File: config.mk
export PLATFORM = sky130hd
export DESIGN_NAME = evt_irq_ctrl
export DESIGN_NICKNAME = d
export VERILOG_FILES = /design/src/rtl/evt_irq_pkg.sv /design/src/rtl/evt_irq_edge.sv /design/src/rtl/evt_irq_stat.sv /design/src/rtl/evt_irq_mask.sv /design/src/rtl/evt_irq_ctrl.sv
export SDC_FILE = /design/constraint.sdc
export NUM_CORES = 1
export LEC_CHECK = 0
export ABC_AREA = 1
export CAP_MARGIN = 10
export CORE_MARGIN = 3
export CORE_UTILIZATION = 35
export DETAILED_ROUTE_END_ITERATION = 7
export GPL_ROUTABILITY_DRIVEN = 0
export HOLD_SLACK_MARGIN = 0.02
export MAX_ROUTING_LAYER = met4
export PLACE_DENSITY = 0.81
export SLEW_MARGIN = 40
export SYNTH_ARGS = -nofsm -noshare
export SYNTH_HDL_FRONTEND = slang
export SYNTH_HIERARCHICAL = 1
export SYNTH_SLANG_ARGS = --single-unit
File: constraint.sdc
create_clock -name clk -period 0.9 [get_ports clk]
set_input_delay 0.27 -clock clk [delete_from_list [all_inputs] [get_ports clk]]
set_output_delay 0.27 -clock clk [all_outputs]
set_load 0.02 [all_outputs]
File: src/rtl/evt_irq_pkg.sv
package evt_irq_pkg;
    localparam int unsigned EVT_COUNT   = 6;
    localparam int unsigned EVT_EMPTY   = 0;
    localparam int unsigned EVT_FULL    = 1;
    localparam int unsigned EVT_UNDER   = 2;
    localparam int unsigned EVT_OVER    = 3;
    localparam int unsigned EVT_DA_NEMP = 4;
    localparam int unsigned EVT_RX_DONE = 5;
endpackage

File: src/rtl/evt_irq_edge.sv
module evt_irq_edge #(
    parameter int unsigned N       = 6,
    parameter int unsigned RST_LVL = 1
) (
    input  logic         clk,
    input  logic         rst_n,
    input  logic [N-1:0] lvl_i,
    output logic [N-1:0] rise_o
);
    typedef struct packed {
        logic [N-1:0] prev;
    } edge_st_t;

    edge_st_t st_d, st_q;

    always_comb begin
        st_d      = st_q;
        st_d.prev = lvl_i;
        rise_o    = lvl_i & ~st_q.prev;
    end

    always_ff @(posedge clk or negedge rst_n) begin
        if (!rst_n) st_q.prev <= N'(RST_LVL);
        else        st_q      <= st_d;
    end
endmodule

File: src/rtl/evt_irq_stat.sv
module evt_irq_stat #(
    parameter int unsigned N       = 6,
    parameter int unsigned RST_VAL = 1
) (
    input  logic         clk,
    input  logic         rst_n,
    input  logic [N-1:0] rise_i,
    input  logic         clr_i,
    output logic [N-1:0] raw_o
);
    typedef struct packed {
        logic [N-1:0] raw;
    } stat_st_t;

    stat_st_t st_d, st_q;

    always_comb begin
        st_d = st_q;
        if (clr_i) st_d.raw = '0;
        // set wins over clear so a coincident event survives the read
        st_d.raw = st_d.raw | rise_i;
        raw_o    = st_q.raw;
    end

    always_ff @(posedge clk or negedge rst_n) begin
        if (!rst_n) st_q.raw <= N'(RST_VAL);
        else        st_q     <= st_d;
    end
endmodule

File: src/rtl/evt_irq_mask.sv
module evt_irq_mask #(
    parameter int unsigned N        = 6,
    parameter int unsigned RST_MASK = 63
) (
    input  logic         clk,
    input  logic         rst_n,
    input  logic         wr_i,
    input  logic [N-1:0] wdata_i,
    input  logic [N-1:0] raw_i,
    output logic [N-1:0] mask_o,
    output logic [N-1:0] masked_o,
    output logic         irq_o
);
    typedef struct packed {
        logic [N-1:0] mask;
        logic         irq;
    } mask_st_t;

    mask_st_t     st_d, st_q;
    logic [N-1:0] pass;

    always_comb begin
        st_d = st_q;
        pass = raw_i & ~st_q.mask;
        if (wr_i) st_d.mask = wdata_i;
        st_d.irq = |pass;
        mask_o   = st_q.mask;
        masked_o = pass;
        irq_o    = st_q.irq;
    end

    always_ff @(posedge clk or negedge rst_n) begin
        if (!rst_n) begin
            st_q.mask <= N'(RST_MASK);
            st_q.irq  <= 1'b0;
        end else begin
            st_q <= st_d;
        end
    end
endmodule

File: src/rtl/evt_irq_ctrl.sv
module evt_irq_ctrl #(
    parameter int unsigned NUM_EVT  = evt_irq_pkg::EVT_COUNT,
    parameter int unsigned RAW_RST  = 1,
    parameter int unsigned MASK_RST = (1 << NUM_EVT) - 1,
    localparam int unsigned WORD_W  = 2 * NUM_EVT
) (
    input  logic               clk,
    input  logic               rst_n,
    input  logic [NUM_EVT-1:0] evt_lvl_i,
    input  logic               raw_rd_i,
    input  logic               mask_wr_i,
    input  logic [NUM_EVT-1:0] mask_wdata_i,
    output logic [NUM_EVT-1:0] raw_o,
    output logic [WORD_W-1:0]  mask_word_o,
    output logic               irq_o
);
    logic [NUM_EVT-1:0] rise;
    logic [NUM_EVT-1:0] raw;
    logic [NUM_EVT-1:0] mask;
    logic [NUM_EVT-1:0] masked;

    evt_irq_edge #(.N(NUM_EVT), .RST_LVL(RAW_RST)) u_edge (
        .clk    (clk),
        .rst_n  (rst_n),
        .lvl_i  (evt_lvl_i),
        .rise_o (rise)
    );

    evt_irq_stat #(.N(NUM_EVT), .RST_VAL(RAW_RST)) u_stat (
        .clk    (clk),
        .rst_n  (rst_n),
        .rise_i (rise),
        .clr_i  (raw_rd_i),
        .raw_o  (raw)
    );

    evt_irq_mask #(.N(NUM_EVT), .RST_MASK(MASK_RST)) u_mask (
        .clk      (clk),
        .rst_n    (rst_n),
        .wr_i     (mask_wr_i),
        .wdata_i  (mask_wdata_i),
        .raw_i    (raw),
        .mask_o   (mask),
        .masked_o (masked),
        .irq_o    (irq_o)
    );

    assign raw_o       = raw;
    assign mask_word_o = {masked, mask};
endmodule

Yosys cells after proc, flatten, opt, wreduce, memory -nomap -nowiden --
Cells that the tools add are included.
Operators by class: multiplexer cells 1, reduce and logical (&&, ||, !) cells 1, bitwise operators 5
Operators with widths (count):
- 6-bit bitwise AND | 2
- 6-bit NOT | 2
- 6-bit 2-to-1 mux | 1
- 6-bit OR | 1
- 6-bit OR reduction | 1
Storage, ports and cells: input bits 16, word-level logic and storage cells 11, register bits 19, output and inout port bits 19

Depth between registers and ports, before layout --
Gate-level depths: netlist (run 1).
depth in word-level cells 3, mapped depth 5, depth with buffers taken out 5

By module --
Netlist (run 1), hierarchy kept.
Modules (own cells, without submodules):
- evt_irq_mask | seq. area each 182.7 um2, instances 1, cells each 44, area an instance 341.6 um2
- evt_irq_stat | seq. area each 151.4 um2, instances 1, cells each 25, area an instance 222.7 um2
- evt_irq_edge | seq. area each 151.4 um2, instances 1, cells each 18, area an instance 211.5 um2

Worst setup path before layout (run 1) --
Ideal clock, no wire load.
kind flip-flop to output port, start point register u_stat/raw_o[1] (netlist name), end point output port mask_word_o[7], arrival 0.808 ns, stages on the path, launching flop included 3, required time 0.630 ns, path buffers 0, slack -0.178 ns, cells stage by stage dfrtp_1 inv_1 nor2_1
Between the ends: longest elaborated chain between the ends 1
RTL lines:
- 6-bit bitwise AND | RTL line evt_irq_mask.sv:24 | pass = raw_i & ~st_q.mask;
- end: declaration | RTL line evt_irq_ctrl.sv:14 | output logic [WORD_W-1:0] mask_word_o,
Every way passes these cells.

Worst setup path after layout (run 1) --
start point register u_mask/mask_o[4] (netlist name), end point output port mask_word_o[10]
Between the ends: longest elaborated chain between the ends 2
RTL lines (RTL line):
- 6-bit NOT | evt_irq_mask.sv:24
- 6-bit bitwise AND | evt_irq_mask.sv:24
Every way passes these cells.

==> results.py, run 1 <==
metrics = {
    "clocking": {
        "ctsHoldBuffers": 0,
        "clk_path_buf_depth": 2,
        "cts_root_buffer": "clkbuf_4",
        "clk_latency_ns": 0.29,
        "cts.reportedPaths.clkPinSlew_ns": 0.10,
        "htree_levels": 1,
        "numCtsBuffers": 3,
        "clock-sinks": 19,
        "cts_tree": "done",
    },
    "layout": {
        "final_area_um2": 1369,
        "drive_above_1_share": 0.5524,
        "stdcell_count": 170,
        "layout.nets": 160,
        "num_antenna_cells": 0,
        "area.growth.synth_to_final_pct": 76.45,
    },
    "routing": {
        "routedWlPerCell_um": 13.01,
        "first_iter_violations": 20,
        "antenna_left": 0,
        "viasPerCell": 4.371,
        "routed_wl_mm": 2.211,
        "route.vias.total": 743,
        "drcViolationCount": 0,
        "dr.pass1.iters": 4,
    },
    "flow_run": {
        "drv_cap": 0,
    },
    "status": {
        "violations": "negative setup slack",
        "outcome": "finished, violations left",
    },
    "floorplanning": {
        "coreArea_um2": 2022,
        "dieWidth_um": 53.08,
        "fp-row-count": 16,
        "fp.dieH_um": 53.08,
        "ios": 35,
        "start_util": 0.3837,
        "dieArea_um2": 2817,
    },
    "power_and_ir_drop": {
        "p_int_w": 0.001460,
        "peakVddDrop_mv": 0.9920,
        "switchingPower_w": 0.0006195,
        "p_per_area_nw_per_um2": 1519,
        "swShare": 0.2980,
        "p_comb_frac": 0.317,
        "power_frac_clock": 0.199,
        "seqPwrFrac": 0.485,
        "finalPower_w": 0.002079,
        "p_leak_nw": 0.7168,
    },
    "synthesis": {
        "synth-seq-cells": 19,
        "syn_inst": 87,
        "netlist_area_um2": 775.7,
        "ys_seq_area_frac": 0.6258,
        "avgSynthCellArea_um2": 8.917,
        "synth_warnings": 6,
        "synth_fp_nets": 103,
        "synth.distinct_cells": 11,
    },
    "setup_path": {
        "crit_required_ns": 0.63,
        "r2r_slack_ns": -0.33,
        "cp-start-kind": "flip-flop",
        "path_cells": "inv_2 > nand2_2 > inv_2 > buf_6",
        "cp.arrival_ns": 1.14,
        "worstSetupPathType": "reg -> out",
        "end_kind": "output pin",
        "crit_top_cell": "inv_2",
        "path_max_fanout": 2,
        "cpMaxStageDelayCell": "dfstp_2",
        "crit_path_max_incr_delay_ns": 0.56,
    },
    "sta": {
        "maxSlewHeadroom": 0.8753,
        "fin_crit_ns": 1.409,
        "min_period_over_period": 1.566,
        "rsz0062_at_grt": "yes",
        "finalSetupViolCount": 22,
        "fin_ws_ns": -0.5093,
        "setup_tns_ns": -7.459,
        "fmax_ghz": 0.7096,
        "worst_slew_pin_slew_ns": 0.1871,
        "clock_skew_ns": 0.003983,
        "drv_slew": 0,
        "hold_viol_final": 0,
    },
    "placement": {
        "dp_hpwl_mm": 1.195,
        "dp_slack_ns": -0.5790,
        "placed_cells": 154,
        "numPortBuffers": 34,
        "placed_area_um2": 1219,
    },
    "grt": {
        "track_usage": 0.1557,
        "grt_max_degree": 20,
        "grt_pass1_vias": 670,
        "grt_pass1_wl_mm": 3.008,
        "antenna_found_initial": 0,
        "grt.overflow.total": 0,
    },
    "worst_hold_path": {
        "hp-class": "in -> async",
    },
}
cell type report:
type	count	area, µm²
timing repair buffer	53	516.7
multi-input combinational	41	207.7
clock inverter	1	5.005
fill	144	653.1
sequential	19	485.5
clock buffer	3	22.52
inverter	26	97.59
tap	27	33.78
worst max-delay path: cells and delay by family, from the launching register on:
kind                   cells  cell delay [ns]
and+or+nand+nor            1             0.07
buffers and inverters      3             0.22
DFF                        1             0.56
metrics by stage:
| step | util | hold WS [ns] |
|---|---|---|
| 2_1_floorplan | - | -0.02559 |
| 5_1_grt | 0.6770 | 0.3160 |
| 3_5_place_dp | 0.6027 | 0.4669 |
| 6_report | 0.6770 | 0.3127 |
| 3_3_place_gp | 0.6027 | 0.4664 |
| 4_1_cts | 0.6442 | 0.3148 |
what timing repair did:
item                       in CTS  in global routing
setup endpoints to repair      20                 25
setup buffers                   7                  6
cloned                          0                  0
pin swaps                       1                  3
gates resized for setup       108                 12
synthesized netlist by cell type (all sizes together):
library cell	count	area [µm²]
dfstp	8	210.2
dfrtp	11	275.3
buf	1	11.26
inv	26	97.59
nand2	26	97.59
nor2	8	45.05
o21ai	7	38.78
final timing paths:
kind,from,cells past startpoint,end
setup / recovery,u_mask/mask_o[4],4,mask_word_o[10]
hold / removal,rst_n,2,u_mask/irq_o
setup reg to reg,u_mask/mask_o[2],8,u_mask/irq_o
hold reg to reg,u_edge/st_q[4],3,u_stat/raw_o[4]
max in group asynchronous,rst_n,2,u_mask/mask_o[5]
min in group clk,evt_lvl_i[0],1,u_edge/st_q[0]
power by group through the flow:
stage / Sequential, W / Combinational (W) / Clock (W)
6_report: 0.00101 / 0.000658 / 0.000413
5_1_grt: 0.00101 / 0.000700 / 0.000464
4_1_cts: 0.000999 / 0.000585 / 0.000444
3_5_place_dp: 0.00101 / 0.000535 / 0
3_3_place_gp: 0.00101 / 0.000526 / 0
2_1_floorplan: 0.00108 / 0.000161 / 0
logic make-up after synthesis:
kind of cell	synth area share
and+or+nand+nor	0.1839
DFF	0.6258
buffers and inverters	0.1403
AOI/OAI and AO/OA	0.04999
sequential cells by signal, indices dropped and copies added (netlist names):
name and count:
u_stat/raw_o 6, u_mask/mask_o 6, u_edge/st_q 6, u_mask/irq_o 1
routing by layer:
metal	wire length, µm	global-route usage	vias to the layer above
li1	-	-	360
met3	241	0.03944	6
met4	28	0.09362	0
met2	1107	0.2748	45
met1	832	0.1526	332
met5	0	-	-
cells in the final DEF (no fill, tap or decap), types with 5 or more instances in the layout:
cell             synthesis  routed
nand2_2                  0       5
buf_6                    1      19
nor2_2                   6       7
dfrtp_1                 11      11
nand2_1                 26      21
inv_2                    1      13
buf_4                    0      17
clkdlybuf4s50_1          0      15
inv_1                   25      13
dfstp_2                  8       8
No activity file was read; power rests on OpenSTA's default activity.
==> run 2, diff against run 1 <==
--- a/config.mk
+++ b/config.mk
@@ -14,6 +14,7 @@
 export HOLD_SLACK_MARGIN = 0.02
 export MAX_ROUTING_LAYER = met4
 export PLACE_DENSITY = 0.81
+export RECOVER_POWER = 50
 export SLEW_MARGIN = 40
 export SYNTH_ARGS = -nofsm -noshare
 export SYNTH_HDL_FRONTEND = slang
==> run 2 against run 1 <==
Against the previous run:
- the run still ends with negative setup slack left
- highest routed layer unchanged
- count of clock-buffer cells in the layout is the same
- non-clock buffer count did not move
- first-iteration DRC count is 15% higher
- register-to-register slack about the same
- fmax hardly changed
- largest cell class unchanged
==> results.py, run 2 (same netlist as run 1, synthesis figures left out) <==
metrics = {
    "power_and_ir_drop": {
        "p_int_w": 0.001447,
        "seqPwrFrac": 0.487,
        "peakVddDrop_mv": 0.9962,
        "p_leak_nw": 0.7132,
        "p_comb_frac": 0.312,
        "power_frac_clock": 0.201,
        "swShare": 0.2998,
        "switchingPower_w": 0.0006195,
        "p_per_area_nw_per_um2": 1526,
    },
    "routing": {
        "dr.pass1.iters": 5,
        "routedWlPerCell_um": 13.04,
        "viasPerCell": 4.312,
        "routed_wl_mm": 2.217,
        "first_iter_violations": 23,
        "drcViolationCount": 0,
        "route.vias.total": 733,
        "antenna_left": 0,
    },
    "floorplanning": {
        "coreArea_um2": 2022,
        "dieWidth_um": 53.08,
        "ios": 35,
        "fp.dieH_um": 53.08,
        "dieArea_um2": 2817,
        "fp-row-count": 16,
        "start_util": 0.3837,
    },
    "setup_path": {
        "cp.arrival_ns": 1.14,
        "path_max_fanout": 2,
        "worstSetupPathType": "reg -> out",
        "cp-start-kind": "flip-flop",
        "crit_required_ns": 0.63,
        "end_kind": "output pin",
        "r2r_slack_ns": -0.32,
    },
    "clocking": {
        "cts_tree": "done",
        "clk_path_buf_depth": 2,
        "htree_levels": 1,
        "cts_root_buffer": "clkbuf_4",
        "clock-sinks": 19,
        "cts.reportedPaths.clkPinSlew_ns": 0.11,
        "numCtsBuffers": 3,
        "clk_latency_ns": 0.29,
    },
    "layout": {
        "final_cell_mix": "21 x nand2_1, 19 x buf_6, 17 x buf_4",
        "drive_above_1_share": 0.5524,
        "regArea_um2": 485.5,
        "layout.nets": 160,
        "final_common_cell": "nand2_1",
        "fillers": 146,
        "num_antenna_cells": 0,
        "multiInputGateArea_um2": 207.7,
        "stdcell_count": 170,
        "final_area_um2": 1354,
        "area.growth.synth_to_final_pct": 74.52,
    },
    "sta": {
        "maxSlewHeadroom": 0.6966,
        "drv_slew": 0,
        "hold_viol_final": 0,
        "fin_crit_ns": 1.409,
        "min_period_over_period": 1.566,
        "clock_skew_ns": 0.004821,
        "worst_slew_pin_slew_ns": 0.4552,
        "rsz0062_at_grt": "yes",
        "fmax_ghz": 0.7096,
        "finalSetupViolCount": 22,
        "setup_tns_ns": -7.455,
        "holdWs_ns": 0.4516,
        "fin_ws_ns": -0.5093,
    },
    "grt": {
        "busiest_layer": "met2",
        "grt_pass1_vias": 670,
        "use_met2": 0.2748,
        "grt_max_degree": 20,
        "grt.overflow.total": 0,
        "use_met1": 0.1526,
        "antenna_found_initial": 0,
        "grt_util_met3": 0.03944,
        "track_usage": 0.1557,
        "grt_pass1_wl_mm": 3.008,
    },
    "placement": {
        "dp_slack_ns": -0.5790,
        "placed_cells": 154,
        "dp_hpwl_mm": 1.195,
        "numPortBuffers": 34,
        "placed_area_um2": 1219,
    },
    "worst_hold_path": {
        "hp-class": "in -> async",
    },
    "status": {
        "outcome": "finished, violations left",
        "violations": "negative setup slack",
    },
    "flow_run": {
        "drv_cap": 0,
    },
}
run 2: changes by cell type in the layout (fill, tap and decap cells not counted), sizes merged:
cell           delta
clkdlybuf4s50     -6
dlygate4sd3       +6
buf               -1
clkbuf            +1
run 2: final timing paths:
check,startpoint,endpoint,cells past startpoint
max,u_mask/mask_o[4],mask_word_o[10],4
min,rst_n,u_mask/irq_o,2
max reg2reg,u_mask/mask_o[2],u_mask/irq_o,8
min reg2reg,u_edge/st_q[4],u_stat/raw_o[4],3
max in group asynchronous,rst_n,u_mask/mask_o[5],2
min in group clk,evt_lvl_i[5],u_edge/st_q[5],1
run 2: through the flow:
stage,power [W],util
after floorplan,0.001237,-
after global placement,0.001532,0.6027
after detailed placement,0.001544,0.6027
after CTS,0.002028,0.6442
after global routing,0.002162,0.6696
final,0.002067,0.6696
run 2: cell type report:
cell class              instances  area share
clock inverters                 1    0.003697
multi-input cells              41      0.1534
well taps                      27     0.02495
repair buffers                 53      0.3706
clock buffers                   3     0.01664
inverters                      26     0.07209
flip-flops and latches         19      0.3586
run 2: repair_timing:
item,CTS,global route
gates resized for setup,108,12
endpoints found under the setup margin,20,25
hold buffers,0,0
pin swaps,1,3
buffers inserted,7,6
run 2: power by group through the flow:
stage | combinational (W) | sequential (W) | clock [W]
floorplan | 0.000161 | 0.00108 | 0
global placement | 0.000526 | 0.00101 | 0
detailed placement | 0.000535 | 0.00101 | 0
CTS | 0.000585 | 0.000999 | 0.000444
global route | 0.000685 | 0.00101 | 0.000464
finish | 0.000645 | 0.00101 | 0.000415
run 2: per-layer routing:
layer	vias up	wire length, µm
met1	329	848
met3	4	217
met5	-	0
li1	362	-
met4	0	27
met2	38	1124
run 2: worst max-delay path, stage by stage (launching register included):
cell,delay (ns)
dfstp_2,0.56
inv_2,0.04
nand2_2,0.07
inv_2,0.05
buf_6,0.12
